==> src/rtl/blf_pkg.sv <==
package blf_pkg;

  typedef enum logic [1:0] {
    MODE_BAL     = 2'b00,
    MODE_UNBAL   = 2'b01,
    MODE_HALF    = 2'b10,
    MODE_BAL_ALT = 2'b11
  } blf_mode_e;

  localparam logic [1:0] SEL_LOW  = 2'b00;
  localparam logic [1:0] SEL_HIGH = 2'b01;
  localparam logic [1:0] SEL_CLK  = 2'b10;
  localparam logic [1:0] SEL_NCLK = 2'b11;

endpackage

==> src/rtl/blf_scale.sv <==
// Rounded division of the calibration count by the divide ratio,
// or by twice the ratio when HALF = 1.
module blf_scale #(
  parameter int CNT_W = 12,
  parameter int OUT_W = 10,
  parameter int HALF  = 0
) (
  input  logic [CNT_W-1:0] trcal_i,
  input  logic             dr_sel_i,
  output logic [OUT_W-1:0] q_o
);

  localparam int EXT_W   = CNT_W + 3;
  localparam int SH_D8   = 3 + HALF;
  localparam int SH_D21  = 6 + HALF;
  localparam int RND_D8  = 4 << HALF;
  localparam int RND_D21 = 32 << HALF;

  logic [EXT_W-1:0] n_ext;
  logic [EXT_W-1:0] sum_d8;
  logic [EXT_W-1:0] sum_d21;
  logic [EXT_W-1:0] quo_d8;
  logic [EXT_W-1:0] quo_d21;

  always_comb begin
    n_ext   = EXT_W'(trcal_i);
    sum_d8  = n_ext + EXT_W'(RND_D8);
    sum_d21 = (n_ext << 1) + n_ext + EXT_W'(RND_D21);
    quo_d8  = sum_d8 >> SH_D8;
    quo_d21 = sum_d21 >> SH_D21;
    q_o     = dr_sel_i ? OUT_W'(quo_d21) : OUT_W'(quo_d8);
  end

endmodule

==> src/rtl/blf_period_calc.sv <==
// Derives period length and high-phase length for the selected mode.
module blf_period_calc
  import blf_pkg::*;
#(
  parameter int CNT_W = 12,
  parameter int PER_W = CNT_W - 2
) (
  input  logic [CNT_W-1:0] trcal_i,
  input  logic             dr_sel_i,
  input  blf_mode_e        mode_i,
  output logic [PER_W-1:0] per_o,
  output logic [PER_W-1:0] hi_o
);

  localparam int NUM_SCALE = 2;

  logic [PER_W-1:0] scaled [NUM_SCALE];
  logic [PER_W-1:0] full_c;
  logic [PER_W-1:0] half_c;
  logic [PER_W:0]   full_p1;

  // index 0: full period, index 1: half period
  for (genvar g = 0; g < NUM_SCALE; g++) begin : g_scale
    blf_scale #(
      .CNT_W(CNT_W),
      .OUT_W(PER_W),
      .HALF (g)
    ) u_scale (
      .trcal_i (trcal_i),
      .dr_sel_i(dr_sel_i),
      .q_o     (scaled[g])
    );
  end

  always_comb begin
    full_c  = (scaled[0] < PER_W'(2)) ? PER_W'(2) : scaled[0];
    half_c  = (scaled[1] == '0) ? PER_W'(1) : scaled[1];
    full_p1 = {1'b0, full_c} + (PER_W+1)'(1);
    unique case (mode_i)
      MODE_UNBAL: begin
        per_o = full_c;
        hi_o  = full_p1[PER_W:1];
      end
      MODE_HALF: begin
        per_o = full_c;
        hi_o  = full_c >> 1;
      end
      default: begin
        per_o = half_c << 1;
        hi_o  = half_c;
      end
    endcase
  end

endmodule

==> src/rtl/blf_phase_ctrl.sv <==
// Captures settings on enable rise and steps the in-period position.
module blf_phase_ctrl
  import blf_pkg::*;
#(
  parameter int PER_W = 10
) (
  input  logic             clk,
  input  logic             rst_n,
  input  logic             en_i,
  input  logic [PER_W-1:0] per_i,
  input  logic [PER_W-1:0] hi_i,
  input  blf_mode_e        mode_i,
  output logic             active_o,
  output logic [PER_W-1:0] pos_o,
  output logic [PER_W-1:0] per_o,
  output logic [PER_W-1:0] hi_o,
  output blf_mode_e        mode_o
);

  logic             en_q, en_d;
  logic [PER_W-1:0] pos_q, pos_d;
  logic [PER_W-1:0] per_q, per_d;
  logic [PER_W-1:0] hi_q, hi_d;
  blf_mode_e        mode_q, mode_d;
  logic             load;
  logic             wrap;

  always_comb begin
    load   = en_i & ~en_q;
    wrap   = (pos_q == per_q - PER_W'(1));
    en_d   = en_i;
    per_d  = per_q;
    hi_d   = hi_q;
    mode_d = mode_q;
    pos_d  = '0;
    if (load) begin
      per_d  = per_i;
      hi_d   = hi_i;
      mode_d = mode_i;
    end else if (en_i && en_q) begin
      pos_d = wrap ? '0 : pos_q + PER_W'(1);
    end
  end

  always_ff @(posedge clk or negedge rst_n) begin
    if (!rst_n) begin
      en_q   <= 1'b0;
      pos_q  <= '0;
      per_q  <= PER_W'(2);
      hi_q   <= PER_W'(1);
      mode_q <= MODE_BAL;
    end else begin
      en_q  <= en_d;
      pos_q <= pos_d;
      if (load) begin
        per_q  <= per_d;
        hi_q   <= hi_d;
        mode_q <= mode_d;
      end
    end
  end

  assign active_o = en_q;
  assign pos_o    = pos_q;
  assign per_o    = per_q;
  assign hi_o     = hi_q;
  assign mode_o   = mode_q;

  // enable low at an edge leaves the block inactive afterwards
  a_r2_idle_after_drop: assert property (@(posedge clk) disable iff (!rst_n)
    !en_i |=> !en_q);

  // captured values stay put while the reply continues
  a_r9_hold_latched: assert property (@(posedge clk) disable iff (!rst_n)
    (en_q && en_i) |=> ($stable(per_q) && $stable(hi_q) && $stable(mode_q)));

  // position never leaves the period
  a_r8_pos_in_range: assert property (@(posedge clk) disable iff (!rst_n)
    en_q |-> (pos_q < per_q));

  // period never shorter than two cycles
  a_r10_period_floor: assert property (@(posedge clk) disable iff (!rst_n)
    en_q |-> (per_q >= PER_W'(2)));

endmodule

==> src/rtl/blf_sel_gen.sv <==
// Maps the in-period position to a multiplexer select code and strobe.
module blf_sel_gen
  import blf_pkg::*;
#(
  parameter int PER_W = 10
) (
  input  logic             clk,
  input  logic             rst_n,
  input  logic             active_i,
  input  logic [PER_W-1:0] pos_i,
  input  logic [PER_W-1:0] per_i,
  input  logic [PER_W-1:0] hi_i,
  input  blf_mode_e        mode_i,
  output logic [1:0]       sel_o,
  output logic             stb_o
);

  logic in_high;
  logic frag_cycle;

  always_comb begin
    in_high    = (pos_i < hi_i);
    frag_cycle = (mode_i == MODE_HALF) && per_i[0] && (pos_i == hi_i);
    stb_o      = active_i && (pos_i == '0);
    if (!active_i) begin
      sel_o = SEL_LOW;
    end else if (in_high) begin
      sel_o = SEL_HIGH;
    end else if (frag_cycle) begin
      sel_o = SEL_CLK;
    end else begin
      sel_o = SEL_LOW;
    end
  end

  // strobe never lasts two cycles
  a_r8_stb_single: assert property (@(posedge clk) disable iff (!rst_n)
    stb_o |=> !stb_o);

  // strobe coincides with a high cycle
  a_r8_stb_on_high: assert property (@(posedge clk) disable iff (!rst_n)
    stb_o |-> (sel_o == SEL_HIGH));

  // inverted-clock code never produced
  a_r7_no_inverted: assert property (@(posedge clk) disable iff (!rst_n)
    sel_o != SEL_NCLK);

  // clock code only in half-clock mode
  a_r7_clk_half_only: assert property (@(posedge clk) disable iff (!rst_n)
    (sel_o == SEL_CLK) |-> (mode_i == MODE_HALF));

endmodule

==> src/rtl/blf_synth_top.sv <==
module blf_synth_top
  import blf_pkg::*;
#(
  parameter int CNT_W = 12
) (
  input  logic             clk,
  input  logic             rst_n,
  input  logic             en,
  input  logic [CNT_W-1:0] trcal_cnt,
  input  logic             dr_sel,
  input  logic [1:0]       mode,
  output logic [1:0]       sel,
  output logic             period_stb
);

  localparam int PER_W = CNT_W - 2;

  logic [1:0]       rst_sync_q;
  logic             rst_n_int;
  blf_mode_e        mode_in;
  logic [PER_W-1:0] calc_per;
  logic [PER_W-1:0] calc_hi;
  logic             active;
  logic [PER_W-1:0] pos;
  logic [PER_W-1:0] per_q;
  logic [PER_W-1:0] hi_q;
  blf_mode_e        mode_q;

  always_ff @(posedge clk or negedge rst_n) begin
    if (!rst_n) begin
      rst_sync_q <= 2'b00;
    end else begin
      rst_sync_q <= {rst_sync_q[0], 1'b1};
    end
  end

  assign rst_n_int = rst_sync_q[1];
  assign mode_in   = blf_mode_e'(mode);

  blf_period_calc #(
    .CNT_W(CNT_W),
    .PER_W(PER_W)
  ) u_calc (
    .trcal_i (trcal_cnt),
    .dr_sel_i(dr_sel),
    .mode_i  (mode_in),
    .per_o   (calc_per),
    .hi_o    (calc_hi)
  );

  blf_phase_ctrl #(
    .PER_W(PER_W)
  ) u_phase (
    .clk     (clk),
    .rst_n   (rst_n_int),
    .en_i    (en),
    .per_i   (calc_per),
    .hi_i    (calc_hi),
    .mode_i  (mode_in),
    .active_o(active),
    .pos_o   (pos),
    .per_o   (per_q),
    .hi_o    (hi_q),
    .mode_o  (mode_q)
  );

  blf_sel_gen #(
    .PER_W(PER_W)
  ) u_sel (
    .clk     (clk),
    .rst_n   (rst_n_int),
    .active_i(active),
    .pos_i   (pos),
    .per_i   (per_q),
    .hi_i    (hi_q),
    .mode_i  (mode_q),
    .sel_o   (sel),
    .stb_o   (period_stb)
  );

endmodule

==> config.mk <==
export PLATFORM = sky130hd
export DESIGN_NAME = blf_synth_top
export DESIGN_NICKNAME = d
export VERILOG_FILES = /design/src/rtl/blf_pkg.sv /design/src/rtl/blf_scale.sv /design/src/rtl/blf_period_calc.sv /design/src/rtl/blf_phase_ctrl.sv /design/src/rtl/blf_sel_gen.sv /design/src/rtl/blf_synth_top.sv
export SDC_FILE = /design/constraint.sdc
export NUM_CORES = 1
export LEC_CHECK = 0
export ABC_CLOCK_PERIOD_IN_PS = 2800
export BUFFER_PORTS_ARGS = -buffer_cell sky130_fd_sc_hd__buf_2
export CORE_MARGIN = 2
export CORE_UTILIZATION = 50
export DETAILED_ROUTE_END_ITERATION = 16
export HOLD_SLACK_MARGIN = 0.1
export PLACE_DENSITY = 0.65
export SETUP_SLACK_MARGIN = 0.3
export SYNTH_ARGS = -nofsm -noshare
export SYNTH_HDL_FRONTEND = slang
export SYNTH_HIERARCHICAL = 1
export SYNTH_SLANG_ARGS = --single-unit
==> constraint.sdc <==
create_clock -name clk -period 2.8 [get_ports clk]
set_clock_uncertainty 0.15 [all_clocks]
set_input_delay 0.42 -clock clk [delete_from_list [all_inputs] [get_ports clk]]
set_output_delay 0.42 -clock clk [all_outputs]
set_load 0.02 [all_outputs]
== Word level (Yosys, flattened, before mapping) ==
Index checks and enable logic that the tools add are counted.
Storage, ports and cells
  input port bits: 18
  logic and storage cells: 42
  output and inout port bits: 3
  register bits after elaboration: 35
Cells by class
  magnitude comparators: 2
  muxes and demuxes: 12
  reduce and logical (&&, ||, !) cells: 7
  equal/unequal tests: 5
  $add $sub $neg: 8
  bitwise operators: 2
Operators with widths (count)
  10-bit 2-to-1 mux: 8
  10-bit == test: 2
  10-bit logical NOT: 2
  10-bit one-hot mux with 2 select lines: 1
  14-bit by 6-bit adder with 15-bit output (second input constant): 1
  15-bit by 7-bit adder with 15-bit output (second input constant): 1
  13-bit by 12-bit adder with 14-bit output: 1
  12-bit by 3-bit adder with 13-bit output (second input constant): 1
  12-bit by 4-bit adder with 13-bit output (second input constant): 1
  10-bit by 1-bit adder with 11-bit output (second input constant): 1
  10-bit by 1-bit adder with 10-bit output (second input constant): 1
  10-bit < comparator: 1
  10-bit by 2-bit < comparator with 1-bit output (second input constant): 1
  10-bit by 1-bit subtractor with 10-bit output (second input constant): 1
  2-bit 2-to-1 mux: 3
  2-bit == test (second input constant): 2
  1-bit logical AND: 4
  2-bit by 1-bit == test with 1-bit output (second input constant): 1
  2-bit OR reduction: 1
  1-bit bitwise AND: 1
  1-bit inverter: 1

== Logic depth before layout (Yosys ltp) ==
Gate-level depths: netlist of run 1.
  depth after elaboration: 7
  depth in mapped cells: 18
  gate-level depth less buffers: 18

== Modules after synthesis ==
Netlist of run 1, hierarchy kept.
By module, submodules not included
  blf_phase_ctrl: cells each 167, seq. area each 828.3 µm², area each 1806.7 µm², times used 1
  blf_scale at u_calc.g_scale[1].u_scale: cells each 117, seq. area each 0.0 µm², area each 869.6 µm², times used 1
  blf_scale at u_calc.g_scale[0].u_scale: cells each 102, seq. area each 0.0 µm², area each 784.5 µm², times used 1
  blf_period_calc: cells each 92, seq. area each 0.0 µm², area each 553.0 µm², times used 1
  blf_sel_gen: cells each 41, seq. area each 0.0 µm², area each 297.8 µm², times used 1
  blf_synth_top: cells each 3, seq. area each 50.0 µm², area each 53.8 µm², times used 1

== Worst setup path before layout of run 1 ==
OpenSTA, ideal clock, no wires.
  path kind: input port to flip-flop
  from: input trcal_cnt[3]
  to: register u_phase.hi_q[7], in the netlist u_phase/hi_o[7]
  cell stages on the path: 15
  buffers on the path: 0
  setup time: 0.128 ns
  arrival: 3.704 ns
  setup slack: -1.181 ns
  required time: 2.522 ns
  cells stage by stage: ha_1 > ha_1 > a21oi_2 > o221ai_2 > a311oi_1 > xor2_1 > mux2i_1 > nor4_1 > a21o_1 > ha_1 > nand3_1 > nor4_1 > o21a_1 > o211ai_1 > mux2_1
RTL lines
  from (decl): line blf_synth_top.sv:9  | input logic [CNT_W-1:0] trcal_cnt,
  to (signal assigned): line blf_phase_ctrl.sv:57  | hi_q <= hi_d;
  to (decl): line blf_phase_ctrl.sv:23  | logic [PER_W-1:0] hi_q, hi_d;

==> results.txt, run 1 <==
The smallest clock period supported by the final layout is computed as about 3.5 ns. Of the post-synthesis cell area, the part taken by muxes is 0.0883. The delay of the slowest cell on the worst path came out at between 0.3 and 0.4 ns.

The most common cell in the synthesized netlist is sky130_fd_sc_hd__ha_1. The unique cell type count in the Yosys netlist is between 70 and 80. The number of clock buffers inserted by TritonCTS is 5. The largest buffer count on any clock path came out at 2.

The effective utilization at floorplan came out at 0.508. Of the total synthesized cell area, the portion taken by AND, OR, NAND and NOR gates is 0.197. The final reports fail on setup timing. The critical path's slowest cell is sky130_fd_sc_hd__ha_2.

The initialized floorplan defines 34 standard-cell rows. The highest ir drop seen on vdd is about 0.36 mV. The number of detailed-route iterations in the first pass came out at 5. The minimum setup slack in the final design came out at -0.651 ns. The overall routing resource usage came out at 0.268. By area, the combinational part of the netlist is dominated by simple AND/OR/NAND/NOR gates. The most used flip-flop cell after synthesis is sky130_fd_sc_hd__dfrtp_1.

The TritonCTS clock tree is done. Across all hold checks on the routed design, the worst slack comes to between 0.1 and 0.15 ns. Walking the worst path, the cells encountered are buf_2 > ha_1 > ha_2 > o21ai_0 > a22oi_1 > o211ai_1 > xor2_1 > a21oi_2 > nor4_4 > a21o_1 > ha_4 > nand3_4 > buf_6 > nor2_2 > o21ai_1 > a21o_1 > mux2_4. The die outline width came out at between 90 and 100 um.

For this run, design rule violations remaining after detail routing come to 0. The number of nets in the layout is 725. The total length of routed wires is around 13000 um. The top cell type by total area after synthesis is sky130_fd_sc_hd__dfrtp_1. Entering global routing, the biggest net connects 34 pins. The class of the tightest hold or removal check is reg -> async.

The post-synthesis share of cell area spent on full adders, half adders and majority gates is 0.169. Setup violations remaining at the end of the flow were counted as 13. After synthesis, the mean cell area works out to 8.36 um2.

Of the cells placed in the final design, the portion with a size suffix greater than 1 is 0.441. The clock reaches the later pin of the worst-skew pair after 0.28 ns. The critical path start-end classification is in -> reg. The hold violation total from the final report came out at 0. The arrival time at the worst endpoint is roughly 3.5 ns. The register bit total from synthesis came out at 35. Synthesis produced around 520 cells. Port buffering added 20 buffers. The area of the mapped netlist is about 4400 um2. The synthesized-area fraction occupied by ao, oa, aoi and oai cells is 0.197. The number of antenna-violating nets in the routed design came out at 0. The upper clock frequency limit came out at 0.290 GHz. Using the TritonRoute via totals, the vias-per-cell ratio works out to between 5 and 6.

The number of H-tree levels is 2. By count the netlist is led by 59 x sky130_fd_sc_hd__ha_1, 51 x sky130_fd_sc_hd__nand2_1, 47 x sky130_fd_sc_hd__inv_1, 33 x sky130_fd_sc_hd__dfrtp_1, 32 x sky130_fd_sc_hd__nor2_1. Ranked by total cell area, the synthesized netlist is headed by sky130_fd_sc_hd__dfrtp_1 19%, sky130_fd_sc_hd__ha_1 17%, sky130_fd_sc_hd__mux2_2 5.2%, sky130_fd_sc_hd__xor2_1 4.4%, sky130_fd_sc_hd__nand2_1 4.4%. The area growth from synthesis to layout is 47.7%. The filler cell count in the final layout is 640.

The startpoint kind of the worst setup timing path is a primary input. The count of synthesis-stage warnings from yosys is 6. The synthesized design contains 0 enable-type register cells. The initial antenna violation count is 0. The number of slew-limit violations in the final report came to 0. The tool flagged a number of max-cap violations equal to 0. The setup slack of the most critical reg-to-reg path came out at roughly 0.44 ns.

The data required time of the critical path came out at 2.82 ns. The die footprint is 9490 um2. Setup repair after global routing could not meet its margin everywhere. The first-pass GRT wire length is 21000 um. The critical-path maximum fanout came out at 4.

The routed via count came out at 4351. The top cell type's share of synthesized area is 0.189. The iteration-0 DRC count of the detailed router is approximately 260. The via count of the first global-routing pass came out at 4314.

The leakage component of the power came out at ~2.8 nW. The power density over cell area came out at 413 nW/um2. The part of the cycle the worst path needs came out at 1.23.

The top-level I/O count is 21. The cell sitting at the root of the clock tree is a sky130_fd_sc_hd__clkbuf_8. Routability-driven placement finished with a final weighted congestion of around 0.90. The worst setup slack after placement is -1.08 ns. The average wire length per cell after detail routing is between 15 and 20 um.

The share of the synthesized netlist area taken by xor and xnor gates came out at 0.0843. The worst setup path is captured at a flip-flop. The core footprint came out at roughly 8600 um2.

0 antenna diodes ended up in the layout. Counting stages on the worst path, the most repeated cell is sky130_fd_sc_hd__a21o_1. The run finished, with violations left.

The part of the Yosys area used for sequential elements came out at 0.201. The total nets after synthesis is 599. The tree built by TritonCTS fans out to 35 sinks.

The die outline height came out at about 97 um. Global routing finished with a remaining overflow of 0. For this run, asynchronously set or reset flops after synthesis account for 1.00. The final HPWL from detailed placement came out at about 9500 um.

Clock-pin slew was measured on the worst setup and hold paths at 0.07 ns.
[stage by stage]
stage          power, mW  TNS (ns)  cell area, um2  utilization  std cells
2_1_floorplan       1.58     -5.76            4750            -        522
3_3_place_gp        1.96    -11.14            5620        0.654        727
3_5_place_dp        2.00    -12.07            5620        0.654        727
4_1_cts             2.47     -5.43            6100        0.710        748
5_1_grt             2.83     -7.88            6450        0.750        757
6_report            2.66     -5.88            6450        0.750        757
[critical path, delay by kind of cell]
| family | cells | cell delay, ns |
|---|---|---|
| AND/OR/NAND/NOR | 3 | 0.46 |
| adder cells (fa/ha/maj) | 3 | 0.86 |
| multiplexers | 1 | 0.25 |
| buffers and inverters | 2 | 0.28 |
| AO/OA/AOI/OAI | 7 | 0.99 |
| XOR/XNOR | 1 | 0.21 |
[state kept, by name, summed over array words and instances, names as in the netlist]
name and count:
u_phase/pos_o 10, u_phase/per_o 10, u_phase/mode_o 2, u_phase/active_o 1
u_phase/hi_o 10, rst_sync_q 2
[report_power, final]
part	internal (mW)	switching [mW]	leakage [nW]
logic	0.815	0.811	2.29
registers	0.588	0.0956	0.438
clock network	0.175	0.177	0.0422
total	1.58	1.08	2.77
[cells by family (layout without fill, tap and decap cells)]
family          count (synthesis)  count (layout)
simple gates                  169             169
xor+xnor                       42              42
flops                          35              35
compound gates                114             114
mux                            35              35
other cells                     2               2
fa+ha+maj                      59              59
buf+inv                        66             193
[metal layers]
metal  wire length [um]  up-vias  GRT usage
li1                   -     2137          -
met1               6070     2083      0.389
met2               6060      121      0.441
met3                558       10     0.0309
met4                 90        0     0.0353
met5                  0        -          0
[placed cells by master, fill, tap and decap left out, types with 5 or more instances in the layout]
cell,synthesis,layout
sky130_fd_sc_hd__o21ai_2,0,7
sky130_fd_sc_hd__nand2b_1,8,8
sky130_fd_sc_hd__buf_6,1,12
sky130_fd_sc_hd__o21ai_1,2,9
sky130_fd_sc_hd__buf_12,0,5
sky130_fd_sc_hd__nor3_1,10,8
sky130_fd_sc_hd__mux2_2,20,15
sky130_fd_sc_hd__ha_4,0,29
sky130_fd_sc_hd__inv_2,0,5
sky130_fd_sc_hd__ha_1,59,26
sky130_fd_sc_hd__xnor2_1,20,20
sky130_fd_sc_hd__nand2_1,51,46
sky130_fd_sc_hd__a21oi_1,30,19
sky130_fd_sc_hd__o21a_1,5,5
sky130_fd_sc_hd__mux2i_1,10,8
sky130_fd_sc_hd__nand3_1,18,16
sky130_fd_sc_hd__inv_1,47,38
sky130_fd_sc_hd__buf_4,1,103
sky130_fd_sc_hd__mux2_4,1,9
sky130_fd_sc_hd__nor2_1,32,29
sky130_fd_sc_hd__nand4_1,10,10
sky130_fd_sc_hd__a21oi_2,2,7
sky130_fd_sc_hd__buf_2,4,14
sky130_fd_sc_hd__clkbuf_8,0,5
sky130_fd_sc_hd__xor2_1,22,21
sky130_fd_sc_hd__a21oi_4,0,6
sky130_fd_sc_hd__a21o_1,5,5
sky130_fd_sc_hd__dfrtp_1,33,29
sky130_fd_sc_hd__nor4_1,10,5
sky130_fd_sc_hd__o21ai_0,22,8
[path summary, 6_finish.rpt]
path                             startpoint                to  depth (start not counted)
max reg2reg                u_phase/per_o[0]  u_phase/pos_o[3]                          8
max in group asynchronous     rst_sync_q[1]   u_phase/hi_o[0]                          1
min                           rst_sync_q[1]  u_phase/active_o                          1
min in group clk                         en  u_phase/active_o                          1
max                            trcal_cnt[8]   u_phase/hi_o[5]                         17
min reg2reg                   rst_sync_q[1]  u_phase/active_o                          1
[repair_timing]
| item | CTS | global route |
|---|---|---|
| hold buffers | 1 | 0 |
| gates cloned | 0 | 0 |
| gates resized for setup | 59 | 52 |
| setup endpoints to repair | 29 | 30 |
| buffers inserted | 12 | 9 |
| endpoints found under the hold margin | 2 | 0 |
| pin swaps | 32 | 21 |
[cell type report]
cell class / instances / area (um2) / area share
multi-input cells: 421 / 4030 / 0.624
repair buffers: 138 / 1130 / 0.175
flip-flops and latches: 35 / 883 / 0.137
inverters: 47 / 196 / 0.0305
well taps: 108 / 135 / 0.0210
clock buffers: 7 / 76.3 / 0.0118
clock inverters: 1 / 5.00 / 0.000776
Note: power is estimated with default switching activity, not from simulation.
==> run 2: changes to the inputs <==
Settings changed: BUFFER_PORTS_ARGS -buffer_cell sky130_fd_sc_hd__buf_2 to unset, DONT_BUFFER_PORTS set to 1, PLACE_DENSITY 0.65 to 0.63.
==> results.txt, run 2 (same netlist as run 1, synthesis figures left out) <==
The critical path start-end classification was in -> reg (unchanged). The vias per cell came to 5.75 (about the same). The initial antenna violation count is 0 (unchanged).

The root cell of the clock tree is sky130_fd_sc_hd__clkbuf_8 (unchanged). The number of cells traversed by the worst register-to-register path was 6 (was 8). The clock latency on the worst-skew pair is 0.29 ns (was 0.28 ns).

The setup slack of the most critical reg-to-reg path is 0.47 ns (was 0.44 ns). The TritonCTS clock tree is done (unchanged). Commonest cells after routing, fill and taps aside: 90 x sky130_fd_sc_hd__buf_4, 48 x sky130_fd_sc_hd__nand2_1, 42 x sky130_fd_sc_hd__inv_1 (was 103 x sky130_fd_sc_hd__buf_4, 46 x sky130_fd_sc_hd__nand2_1, 38 x sky130_fd_sc_hd__inv_1).

The critical path's slowest cell was sky130_fd_sc_hd__mux2_4 (was sky130_fd_sc_hd__ha_2). The number of nets in the layout is 690 (was 725). The cell type with the highest occurrence count on the critical path is sky130_fd_sc_hd__ha_4 (was sky130_fd_sc_hd__a21o_1). The highest ir drop seen on vdd is 0.364 mV (was 0.356 mV).

The total congestion overflow came out at 0 (unchanged). The effective utilization at floorplan is 0.508 (unchanged). The total length of routed wires came out at 12000 um (was 12800 um). Unrepaired setup endpoints after global routing: yes (unchanged). The via count of the first global-routing pass came to 4152 (was 4314).

The count of endpoints failing setup in the final report is 11 (was 13). The max capacitance violation total is 0 (unchanged). The met2 track demand over resource in global routing is 0.408 (was 0.441). The data required time of the critical path was 2.83 ns (was 2.82 ns). The area of the multi-input gates came to 3840 um2 (was 4030 um2). The iteration-0 DRC count of the detailed router came out at 221 (was 264). The average wire length per cell after detail routing came to 16.6 um (was 16.9 um).

The global routing met3 resource utilization came out at 0.0288 (was 0.0309). The filler cell count in the final layout is 713 (was 640). The number of H-tree levels is 2 (unchanged). The final HPWL from detailed placement came out at 9130 um (was 9500 um). The power density over cell area is 425 nW/um2 (was 413 nW/um2).

The number of buffers inserted by port buffering came out at 0 (was 20). The destination of the worst hold path is u_phase/mode_o[1]. The delay of the slowest cell on the worst path was 0.29 ns (was 0.38 ns).

The number of standard-cell rows in the floorplan came out at 34 (unchanged). The number of inserted diodes came out at 0 (unchanged). The leakage component of the power is 2.60 nW (was 2.77 nW). The class of the tightest hold or removal check is in -> reg (was reg -> async). The minimum setup slack in the final design came out at -0.535 ns (was -0.651 ns). The largest buffer count on any clock path is 2 (unchanged).

Critical path cell sequence: inv_12 > ha_4 > inv_2 > ha_4 > nand4_1 > o221ai_2 > a31oi_1 > xnor2_1 > mux2_4 > nor4_4 > a21o_1 > ha_4 > nand3_4 > nor4_4 > o21a_1 > o211ai_1 > mux2_4 (was buf_2 > ha_1 > ha_2 > o21ai_0 > a22oi_1 > o211ai_1 > xor2_1 > a21oi_2 > nor4_4 > a21o_1 > ha_4 > nand3_4 > buf_6 > nor2_2 > o21ai_1 > a21o_1 > mux2_4). The time the worst path needs with I/O delays and setup is 3.33 ns (was 3.45 ns). The part of the cycle the worst path needs was 1.19 (was 1.23). The launch point of the worst reg-to-reg path is u_phase/per_o[3] (was u_phase/per_o[0]). The end-of-flow core utilization is 0.698 (was 0.750). The number of antenna-violating nets in the routed design came out at 0 (unchanged). The number of slew-limit violations in the final report is 0 (unchanged). The hold violation total from the final report is 0 (unchanged). The core footprint is 8590 um2 (unchanged). The die outline width came out at 97.4 um (unchanged). The arrival time at the worst endpoint is 3.36 ns (was 3.47 ns). The routed via count is 4151 (was 4351). The layer carrying the most global-route usage is met2 (unchanged). The upper clock frequency limit came out at 0.300 GHz (was 0.290 GHz).

The met1 track demand over resource came out at 0.375 (was 0.389). The critical-path maximum fanout came to 7 (was 4). The maximum number of pins on one net before global-route repair was 34 (unchanged). The top-level I/O count is 21 (unchanged). The die outline height is 97.4 um (unchanged). The startpoint kind of the worst setup timing path was a primary input (unchanged). The final estimated routing congestion in global placement came out at 0.922 (was 0.896).

The total number of clock tree sinks is 35 (unchanged). The number of clock buffers inserted by TritonCTS is 5 (unchanged). The die footprint came out at 9490 um2 (unchanged). The start point of the worst hold path is mode[1]. The number of buffer and inverter instances along the worst setup path was 2 (unchanged). Counting instances, the worst hold path has a depth of 1. The overall routing resource usage came to 0.255 (was 0.268). The type of destination of the critical path is a flip-flop (unchanged). The ratio of cells with drive above 1 in the final layout is 0.376 (was 0.441). The endpoint of the worst-slack reg-to-reg timing path was u_phase/pos_o[9] (was u_phase/pos_o[3]). The commonest non-fill, non-tap cell in the layout is sky130_fd_sc_hd__buf_4 (unchanged).

Violations in the final reports: setup timing (unchanged). The register cell area after layout came out at 886 um2 (was 883 um2). The top cell family by delay on the critical path is compound AO/OA/AOI/OAI gates (unchanged).

The clock slew at the register clock pins of the worst setup and hold paths came out at 0.07 ns (about the same). Result of the run: finished, violations left (unchanged). The DRC violation count after routing is 0 (unchanged). The first-pass GRT wire length is 20000 um (was 21000 um). The number of detailed-route iterations in the first pass is 6 (was 5).

The worst slack on hold paths came to 0.111 ns (was 0.134 ns). The area growth from synthesis to layout is 37.4% (was 47.7%).
## run 2: layout make-up
type / instances / area share
clock buffers: 6 / 0.0121
clock inverters: 2 / 0.00209
inverters: 47 / 0.0328
multi-input cells: 421 / 0.640
flip-flops and latches: 35 / 0.148
well taps: 108 / 0.0225
repair buffers: 103 / 0.142
## run 2: worst max path at each step
stage                 start         endpoint  slack [ns]  cells past startpoint
2_1_floorplan  trcal_cnt[4]  u_phase/hi_o[7]       -0.80                     17
3_3_place_gp   trcal_cnt[4]  u_phase/hi_o[7]       -0.76                     17
3_5_place_dp   trcal_cnt[4]  u_phase/hi_o[7]       -0.85                     17
5_1_grt        trcal_cnt[4]  u_phase/hi_o[7]       -0.76                     18
4_1_cts        trcal_cnt[4]  u_phase/hi_o[7]       -0.50                     17
6_report       trcal_cnt[4]  u_phase/hi_o[7]       -0.53                     17
## run 2: layer usage
layer,wire (um),vias up
li1,-,2060
met1,5840,1991
met2,5500,86
met3,474,14
met4,138,0
met5,0,-
## run 2: what timing repair did
item,4_1_cts,5_1_grt
buffers inserted,12,10
hold buffers,2,0
gates resized for setup,29,31
setup endpoints to repair,15,31
pin swaps,19,12
endpoints found under the hold margin,4,0
## run 2: worst reg2reg max path: cells and delay by family, from the launching register on
kind | cells | cell delay (ns)
compound gates | 4 | 0.87
flops | 1 | 0.45
simple gates | 1 | 0.60
buf+inv | 1 | 0.16
## run 2: power breakdown
group,leakage [nW],internal [mW],total (mW),switching [mW]
clock,0.0412,0.174,0.364,0.190
combinational,2.13,0.774,1.51,0.736
sequential,0.435,0.588,0.674,0.0857
## run 2: through the flow
| stage | std cells | TNS (ns) | setup slack [ns] | total power, mW | cell area (um2) |
|---|---|---|---|---|---|
| floorplan | 522 | -5.76 | -0.796 | 1.58 | 4750 |
| finish | 722 | -4.08 | -0.535 | 2.55 | 6000 |
| global route | 722 | -6.31 | -0.756 | 2.72 | 6000 |
| CTS | 712 | -3.78 | -0.495 | 2.41 | 5730 |
| detailed placement | 690 | -7.91 | -0.853 | 1.94 | 5400 |
| global placement | 690 | -7.11 | -0.761 | 1.91 | 5400 |
